## src/rtl/alu_accum_pkg.sv

```systemverilog
package alu_accum_pkg;

   // Operation codes; bit 2 chooses logic path over arithmetic path.
   typedef enum logic [2:0] {
      OP_ADC = 3'b000,
      OP_SBC = 3'b001,
      OP_INC = 3'b010,
      OP_DEC = 3'b011,
      OP_AND = 3'b100,
      OP_OR  = 3'b101,
      OP_XOR = 3'b110,
      OP_ROR = 3'b111
   } alu_op_e;

   // Source picked for the adder's second input.
   typedef enum logic [1:0] {
      BSRC_PASS = 2'b00,
      BSRC_INV  = 2'b01,
      BSRC_ZERO = 2'b10,
      BSRC_ONES = 2'b11
   } bsrc_e;

   // Adder implementation variants.
   localparam int ADDER_RIPPLE = 0;
   localparam int ADDER_INFER  = 1;

endpackage

```

## src/rtl/alu_b_select.sv

```systemverilog
module alu_b_select
   import alu_accum_pkg::*;
#(
   parameter int WIDTH = 8
) (
   input  logic [1:0]       arith_op,
   input  logic [WIDTH-1:0] b_in,
   input  logic             cmp_en,
   input  logic             carry_in,
   output logic [WIDTH-1:0] b_eff,
   output logic             c_eff
);

   bsrc_e src;

   // Low two opcode bits pick both the B source and the carry policy.
   always_comb begin
      unique case (arith_op)
         2'b00: begin src = BSRC_PASS; c_eff = carry_in;                end
         2'b01: begin src = BSRC_INV;  c_eff = cmp_en ? 1'b1 : carry_in; end
         2'b10: begin src = BSRC_ZERO; c_eff = 1'b1;                    end
         default: begin src = BSRC_ONES; c_eff = 1'b0;                  end
      endcase
   end

   always_comb begin
      unique case (src)
         BSRC_PASS: b_eff = b_in;
         BSRC_INV:  b_eff = ~b_in;
         BSRC_ZERO: b_eff = '0;
         default:   b_eff = '1;
      endcase
   end

endmodule

```

## src/rtl/alu_adder.sv

```systemverilog
module alu_adder
   import alu_accum_pkg::*;
#(
   parameter int WIDTH = 8,
   parameter int STYLE = ADDER_RIPPLE
) (
   input  logic [WIDTH-1:0] x,
   input  logic [WIDTH-1:0] y,
   input  logic             cin,
   output logic [WIDTH-1:0] sum,
   output logic             cout
);

   generate
      if (STYLE == ADDER_RIPPLE) begin : g_ripple
         logic [WIDTH:0] chain;
         assign chain[0] = cin;
         for (genvar i = 0; i < WIDTH; i++) begin : g_bit
            assign sum[i]     = x[i] ^ y[i] ^ chain[i];
            assign chain[i+1] = (x[i] & y[i]) | (chain[i] & (x[i] ^ y[i]));
         end
         assign cout = chain[WIDTH];
      end else if (STYLE == ADDER_INFER) begin : g_infer
         logic [WIDTH:0] full;
         assign full = {1'b0, x} + {1'b0, y} + {{WIDTH{1'b0}}, cin};
         assign sum  = full[WIDTH-1:0];
         assign cout = full[WIDTH];
      end else begin : g_bad_style
         $error("alu_adder: unknown STYLE value");
      end
   endgenerate

endmodule

```

## src/rtl/alu_logic_unit.sv

```systemverilog
module alu_logic_unit #(
   parameter int WIDTH = 8
) (
   input  logic [1:0]       logic_op,
   input  logic [WIDTH-1:0] a_in,
   input  logic [WIDTH-1:0] b_in,
   input  logic             carry_in,
   output logic [WIDTH-1:0] res,
   output logic             cout
);

   always_comb begin
      cout = carry_in;
      unique case (logic_op)
         2'b00: res = a_in & b_in;
         2'b01: res = a_in | b_in;
         2'b10: res = a_in ^ b_in;
         default: begin
            res  = {carry_in, a_in[WIDTH-1:1]};
            cout = a_in[0];
         end
      endcase
   end

endmodule

```

## src/rtl/alu_zero_detect.sv

```systemverilog
module alu_zero_detect #(
   parameter int WIDTH = 8
) (
   input  logic [WIDTH-1:0] word,
   output logic             is_zero
);

   assign is_zero = ~|word;

endmodule

```

## src/rtl/alu_accum.sv

```systemverilog
module alu_accum
   import alu_accum_pkg::*;
#(
   parameter int WIDTH       = 8,
   parameter int ADDER_STYLE = ADDER_RIPPLE
) (
   input  logic [WIDTH-1:0] a_in,
   input  logic [WIDTH-1:0] b_in,
   input  logic [2:0]       op_sel,
   input  logic             cmp_en,
   input  logic             carry_in,
   output logic [WIDTH-1:0] result,
   output logic             carry_out,
   output logic             zero_flag
);

   localparam int PATH_BIT = 2;

   generate
      if (WIDTH < 2) begin : g_bad_width
         $error("alu_accum: WIDTH must be at least 2");
      end
   endgenerate

   logic [WIDTH-1:0] b_eff;
   logic             c_eff;
   logic [WIDTH-1:0] arith_res;
   logic             arith_co;
   logic [WIDTH-1:0] logic_res;
   logic             logic_co;

   alu_b_select #(.WIDTH(WIDTH)) u_bsel (
      .arith_op (op_sel[1:0]),
      .b_in     (b_in),
      .cmp_en   (cmp_en),
      .carry_in (carry_in),
      .b_eff    (b_eff),
      .c_eff    (c_eff)
   );

   alu_adder #(.WIDTH(WIDTH), .STYLE(ADDER_STYLE)) u_add (
      .x    (a_in),
      .y    (b_eff),
      .cin  (c_eff),
      .sum  (arith_res),
      .cout (arith_co)
   );

   alu_logic_unit #(.WIDTH(WIDTH)) u_logic (
      .logic_op (op_sel[1:0]),
      .a_in     (a_in),
      .b_in     (b_in),
      .carry_in (carry_in),
      .res      (logic_res),
      .cout     (logic_co)
   );

   always_comb begin
      if (op_sel[PATH_BIT]) begin
         result    = logic_res;
         carry_out = logic_co;
      end else begin
         result    = arith_res;
         carry_out = arith_co;
      end
   end

   alu_zero_detect #(.WIDTH(WIDTH)) u_zero (
      .word    (result),
      .is_zero (zero_flag)
   );

endmodule

```

## config.mk

```make
export PLATFORM = sky130hd
export DESIGN_NAME = alu_accum
export DESIGN_NICKNAME = d
export VERILOG_FILES = /design/src/rtl/alu_accum_pkg.sv /design/src/rtl/alu_b_select.sv /design/src/rtl/alu_adder.sv /design/src/rtl/alu_logic_unit.sv /design/src/rtl/alu_zero_detect.sv /design/src/rtl/alu_accum.sv
export SDC_FILE = /design/constraint.sdc
export NUM_CORES = 1
export LEC_CHECK = 0
export BUFFER_PORTS_ARGS = -buffer_cell sky130_fd_sc_hd__buf_4
export CORE_ASPECT_RATIO = 1.4
export CORE_MARGIN = 2
export CORE_UTILIZATION = 25
export DETAILED_ROUTE_END_ITERATION = 10
export PLACE_DENSITY_LB_ADDON = 0.2
export SLEW_MARGIN = 20
export SYNTH_ARGS = -nofsm -noshare
export SYNTH_HDL_FRONTEND = slang
export SYNTH_HIERARCHICAL = 1
export SYNTH_SLANG_ARGS = --single-unit
```

## constraint.sdc

```tcl
create_clock -name vclk -period 12.42
set_input_delay 2.484 -clock vclk [all_inputs]
set_output_delay 2.484 -clock vclk [all_outputs]
set_load 0.05 [all_outputs]
```

## Word-level counts from Yosys, hierarchy flattened

Index checks and enable logic that the tools add are counted.
Widths: inputs -> output; s select.

- Word-level logic and storage cells: 61
- Bits of input ports: 21
- Register bits: 0
- Output and inout bits: 10

- Eq/ne operators: 4
- Multiplexer cells: 8
- Bitwise logic cells: 44
- Reduce and logical (&&, ||, !) cells: 5

Operators by type and width:

| operator | number |
|---|---|
| $pmux 8 s3 | 2 |
| $and 1x1->1 | 16 |
| $xor 1x1->1 | 16 |
| $and 8x8->8 | 1 |
| $mux 8 | 1 |
| $not 8->8 | 1 |
| $or 1x1->1 | 8 |
| $or 8x8->8 | 1 |
| $reduce_or 8->1 | 1 |
| $xor 8x8->8 | 1 |
| $pmux 2 s3 | 1 |
| $eq 2x1->1 const B | 2 |
| $eq 2x2->1 const B | 2 |
| $logic_not 2->1 | 2 |
| $mux 1 | 3 |
| $pmux 1 s3 | 1 |
| $reduce_or 3->1 | 1 |
| $logic_not 1->1 | 1 |

## Logic depth before layout (Yosys ltp)

- Word-level depth: 23
- Gate-level depth with buffers: 18
- Mapped depth without buffers: 17

## By module

The synthesis kept the hierarchy.

By module, submodules not included:

| module | seq. area each (sq um) | area an instance (sq um) | instances | cells an instance |
|---|---|---|---|---|
| alu_logic_unit | 0.0 | 508.0 | 1 | 52 |
| alu_b_select | 0.0 | 227.7 | 1 | 20 |
| alu_adder | 0.0 | 197.7 | 1 | 18 |
| alu_accum | 0.0 | 146.4 | 1 | 10 |
| alu_zero_detect | 0.0 | 18.8 | 1 | 3 |

## Least setup slack after synthesis

Ideal clock, no wire load.

- Path kind: input -> output
- Start: input op_sel[1]
- End: output zero_flag
- Path buffers: 1
- Path slack: 2746 ps
- Arrival: 7190 ps
- Stages on the path: 18
- Data required time: 9936 ps
- Path through: buf_6 -> nand2b_4 -> xnor2_1 -> fa_1 -> inv_1 -> fa_1 -> inv_1 -> fa_1 -> fa_1 -> fa_1 -> fa_1 -> fa_1 -> inv_1 -> fa_1 -> inv_1 -> mux2_4 -> or4_1 -> nor2_1

- Cells in the longest elaborated chain, start to end: 23
- Elaborated cells on any way between the ends: 50
- Those cells by class: eq/ne (4); mux (5); bitwise (37); reduce/logical (4)

RTL lines:

| element | line | source |
|---|---|---|
| start: declaration | alu_accum.sv:9 | `input logic [2:0] op_sel,` |
| $eq 2x2->1, or another cell as far along | alu_b_select.sv:18 | `unique case (arith_op)` |
| $pmux 2 s3 (*) | alu_b_select.sv:18 |  |
| $eq 2x2->1, or another cell as far along | alu_b_select.sv:27 | `unique case (src)` |
| $pmux 8 s3 (*) | alu_b_select.sv:27 |  |
| named net b_eff[0] | alu_accum.sv:25 | `logic [WIDTH-1:0] b_eff;` |
| $xor 1x1->1 | alu_adder.sv:20 | `assign chain[i+1] = (x[i] & y[i]) \| (chain[i] & (x[i] ^ y[i]));` |
| $and 1x1->1 | alu_adder.sv:20 |  |
| $or 1x1->1 (*) | alu_adder.sv:20 |  |
| (+10 left out) | - |  |
| $and 1x1->1 (*) | alu_adder.sv:20 |  |
| $or 1x1->1 (*) | alu_adder.sv:20 |  |
| $xor 1x1->1 (*) | alu_adder.sv:19 | `assign sum[i] = x[i] ^ y[i] ^ chain[i];` |
| named net arith_res[7] | alu_accum.sv:27 | `logic [WIDTH-1:0] arith_res;` |
| $mux 8 (*) | alu_accum.sv:59 | `if (op_sel[PATH_BIT]) begin` |
| named net result[7] | alu_accum.sv:12 | `output logic [WIDTH-1:0] result,` |
| $reduce_or 8->1 (*) | alu_zero_detect.sv:8 | `assign is_zero = ~\|word;` |
| $logic_not 1->1 (*) | alu_zero_detect.sv:8 |  |
| end: declaration | alu_accum.sv:14 | `output logic zero_flag` |

The timed path passes the listed nets; every way through them passes the cells marked *.

## Worst setup path in the final report

- Start: input op_sel[1]
- End: output zero_flag

- Cells in the longest elaborated chain, start to end: 23
- Elaborated cells on any way between the ends: 50
- Those cells by class: eq/ne (4); mux (5); bitwise (37); reduce/logical (4)

RTL lines:

| element | line |
|---|---|
| $eq 2x2->1, or another cell as far along | alu_b_select.sv:18 |
| $pmux 2 s3 (*) | alu_b_select.sv:18 |
| $eq 2x2->1, or another cell as far along | alu_b_select.sv:27 |
| $pmux 8 s3 (*) | alu_b_select.sv:27 |
| named net b_eff[0] | alu_accum.sv:25 |
| $xor 1x1->1 | alu_adder.sv:20 |
| $and 1x1->1 | alu_adder.sv:20 |
| $or 1x1->1 (*) | alu_adder.sv:20 |
| (+9 left out) | - |
| $or 1x1->1 (*) | alu_adder.sv:20 |
| $and 1x1->1 (*) | alu_adder.sv:20 |
| $or 1x1->1 (*) | alu_adder.sv:20 |
| $xor 1x1->1 (*) | alu_adder.sv:19 |
| named net arith_res[7] | alu_accum.sv:27 |
| $mux 8 (*) | alu_accum.sv:59 |
| $reduce_or 8->1 (*) | alu_zero_detect.sv:8 |
| $logic_not 1->1 (*) | alu_zero_detect.sv:8 |

Marked as above.

==> results.md <==
Status:
- The flow ran to the end, and the final reports show no timing, DRC or antenna violations.

Run:
- The max-capacitance violation count is 0.

Global routing:
- The number of global-route vias before repair is 765.
- The first-pass GRT wire length is 3430 µm.
- For this run the aggregate overflow at the end of global routing stands at 0.
- The initial antenna violation count is 0.
- In the global route stage, overall resource usage came out at 0.0859.
- Entering global routing, the biggest net connects 20 pins.

Timing:
- The post-route setup TNS is 0 ns.
- Setup repair after global routing left no endpoint under its margin.
- The worst pin sits at a relative slew slack of 0.796.
- Subtracting the final worst setup slack from the clock period gives 9.47 ns.
- The count of endpoints failing hold in the final timing report was 0.
- For the pin with the worst max-slew slack, the measured transition is 0.306 ns.
- In the finished design, the share of the clock period the worst path needs comes to 0.763.
- The number of max-slew violations in the final report came to 0.
- Based on the critical path, the design can be clocked at up to 0.106 GHz.
- Setup violations remaining at the end of the flow were counted as 0.

Finish:
- The final-layout fill cell count is 445.
- Of the cells placed in the final design, the portion with a size suffix greater than 1 is 0.457.
- The final cell count without fillers is 189.
- Relative to the synthesized area, the layout overhead comes to 22.9%.
- The sequential cells in the finished layout cover a total of 0 µm².
- Once layout is complete, the utilization of the core stands at 0.318.
- Summing all multi-input logic gate instances after layout gives 915 µm².
- The design has 0 sequential cells.
- The antenna diode count is 0.
- The clock buffer instance count of the final layout is 0.
- For this run, the post-layout net count is 176.

Yosys:
- The number of distinct library cell variants in the gate-level netlist after synthesis is 15.
- The mapped netlist covers 1100 µm².
- After synthesis, the mean cell area works out to 10.7 µm².
- The part of the Yosys area used for sequential elements is 0.
- The number of nets handed over by synthesis was 148.
- The number of warning messages in the yosys log is 6.
- Counting every instance in the synthesized netlist gives 103.

Worst setup path:
- The critical path goes through buf_4 -> nand2b_4 -> xnor2_1 -> fa_1 -> inv_1 -> fa_1 -> inv_1 -> fa_1 -> fa_1 -> fa_1 -> fa_1 -> fa_1 -> inv_1 -> fa_1 -> inv_1 -> mux2_4 -> or4_1 -> nor2_1 -> buf_4.
- At the worst endpoint, the arrival time is 6.99 ns.
- The number of buffers and inverters on the critical path is 6.
- Tracing the worst setup path back leads to its startpoint at op_sel[1].
- On the critical path, the stage with the largest delay is an instance of or4_1.
- STA classifies the critical path endpoint as an output pin.
- The most repeated library cell on the critical path is fa_1.
- The required time at the worst-slack endpoint is 9.94 ns.
- The kind of cell with the highest combined delay on the critical path is adder cells.
- The worst setup path is launched from an input pin.
- Of all nets on the critical path, the largest fanout is 19.
- By startpoint and endpoint, the worst setup path is classified as in2out.
- For this run, the slowest stage of the critical path takes 0.51 ns.

Detailed routing:
- Dividing the detail-routed wire length by the instance count gives 10.6 µm.
- The count of nets left with antenna violations once routing finished came out at 0.
- The via total after detailed routing is 771.
- For this run, the detailed router's first-pass iteration total came to 1.
- The routed design has 2000 µm of wire.
- The count of unresolved DRC violations after routing is 0.
- After the first detailed-routing iteration, the DRC count stood at 0.
- The via-per-instance ratio is 4.08.

Place:
- The final RePlAce weighted congestion is 0.714.
- Detailed placement ended at an HPWL of 1760 µm.
- Counting tap cells, the placed design contains a total of 189 instances.
- During placement, the flow inserted port buffers numbering 31.

Floorplan:
- From bottom edge to top edge, the die measures 82.4 µm.
- After floorplanning, the core was divided into 28 placement rows.
- For this configuration, the core starts out at a cell density of 0.259.
- 31 I/O pins were placed.
- The area of the die is 4950 µm².
- The area of the core region is 4240 µm².
- The die is 60.0 µm wide.

Power:
- The worst-case IR drop observed on VDD is 0.0208 mV.
- In this run the power density over the cells is 62.5 nW/µm².
- The static leakage is 0.721 nW.

Clock network:
- Once the clock tree was built, the setup fixing pass inserted 0 buffers.
- Buffers inserted to repair hold after CTS numbered 0.
- The number of resized instances in the post-cts repair step is 0.

Hold path:
- The worst hold path begins at carry_in.
- The class of the tightest hold or removal check is in2out.
-- layout by cell type (no fill, tap or decap) --
cell type  instances
inv_1             34
buf_4             31
ha_1              16
mux2_4             9
fa_1               8
nand2b_4           8
mux4_2             8
xnor2_1            7
or4_1              2
a211oi_2           1
a21oi_1            1
xnor2_2            1
nand2_1            1
mux2_2             1
nor2_1             1
-- final timing paths --
kind  cells past startpoint        end  slack, ns
max                      19  zero_flag       2.95
min                       4  carry_out       5.53
-- cells by family (layout without fill, tap and decap cells) --
family | after synthesis | count (layout) | share of synthesized area
AOI/OAI and AO/OA | 2 | 2 | 0.0159
and+or+nand+nor | 12 | 12 | 0.121
xor gates and xnor gates | 8 | 8 | 0.0706
buffers and inverters | 39 | 65 | 0.167
muxes | 18 | 18 | 0.297
adders and majority gates | 24 | 24 | 0.328
-- cells in the mapped netlist (all sizes together) --
cell type	instances	area, µm²
inv	34	128
ha	16	200
mux2	10	146
fa	8	160
mux4	8	180
nand2b	8	110
xnor2	8	77.6
buf	5	56.3
or4	2	15.0
a211oi	1	12.5
a21oi	1	5.00
nand2	1	3.75
nor2	1	3.75
-- per-layer routing --
| layer | track usage | wire, µm |
|---|---|---|
| met5 | 0 | 0 |
| met4 | 0.00667 | 17 |
| met3 | 0.00312 | 89 |
| met2 | 0.168 | 1100 |
| met1 | 0.105 | 795 |
-- metrics by stage --
| step | worst slack, ns | area (µm²) | hold slack, ns | power [mW] |
|---|---|---|---|---|
| 6_report | 2.95 | 1350 | 5.53 | 0.0844 |
| 5_1_grt | 2.74 | 1350 | 5.55 | 0.0920 |
| 4_1_cts | 2.91 | 1350 | 5.53 | 0.0862 |
| 3_5_place_dp | 2.92 | 1350 | 5.53 | 0.0861 |
| 3_3_place_gp | 2.95 | 1350 | 5.53 | 0.0843 |
| 2_1_floorplan | 2.75 | 1100 | 5.32 | 0.0632 |
-- tightest hold or removal path, cell delays in order --
cell and delay (ns):
buf_4 0.10, mux2_2 0.13, mux2_4 0.14, buf_4 0.19
-- final cells by class --
cell class	count	area share
Inverter	34	0.0945
Multi-Input combinational cell	64	0.677
Tap cell	60	0.0556
Timing Repair Buffer	31	0.172
-- power breakdown --
group	leakage (nW)	switching [mW]	internal (mW)	total, mW
Sequential	0	0	0	0
Combinational	0.721	0.0473	0.0371	0.0844
Clock	0	0	0	0
(Power assumes the default switching activity.)
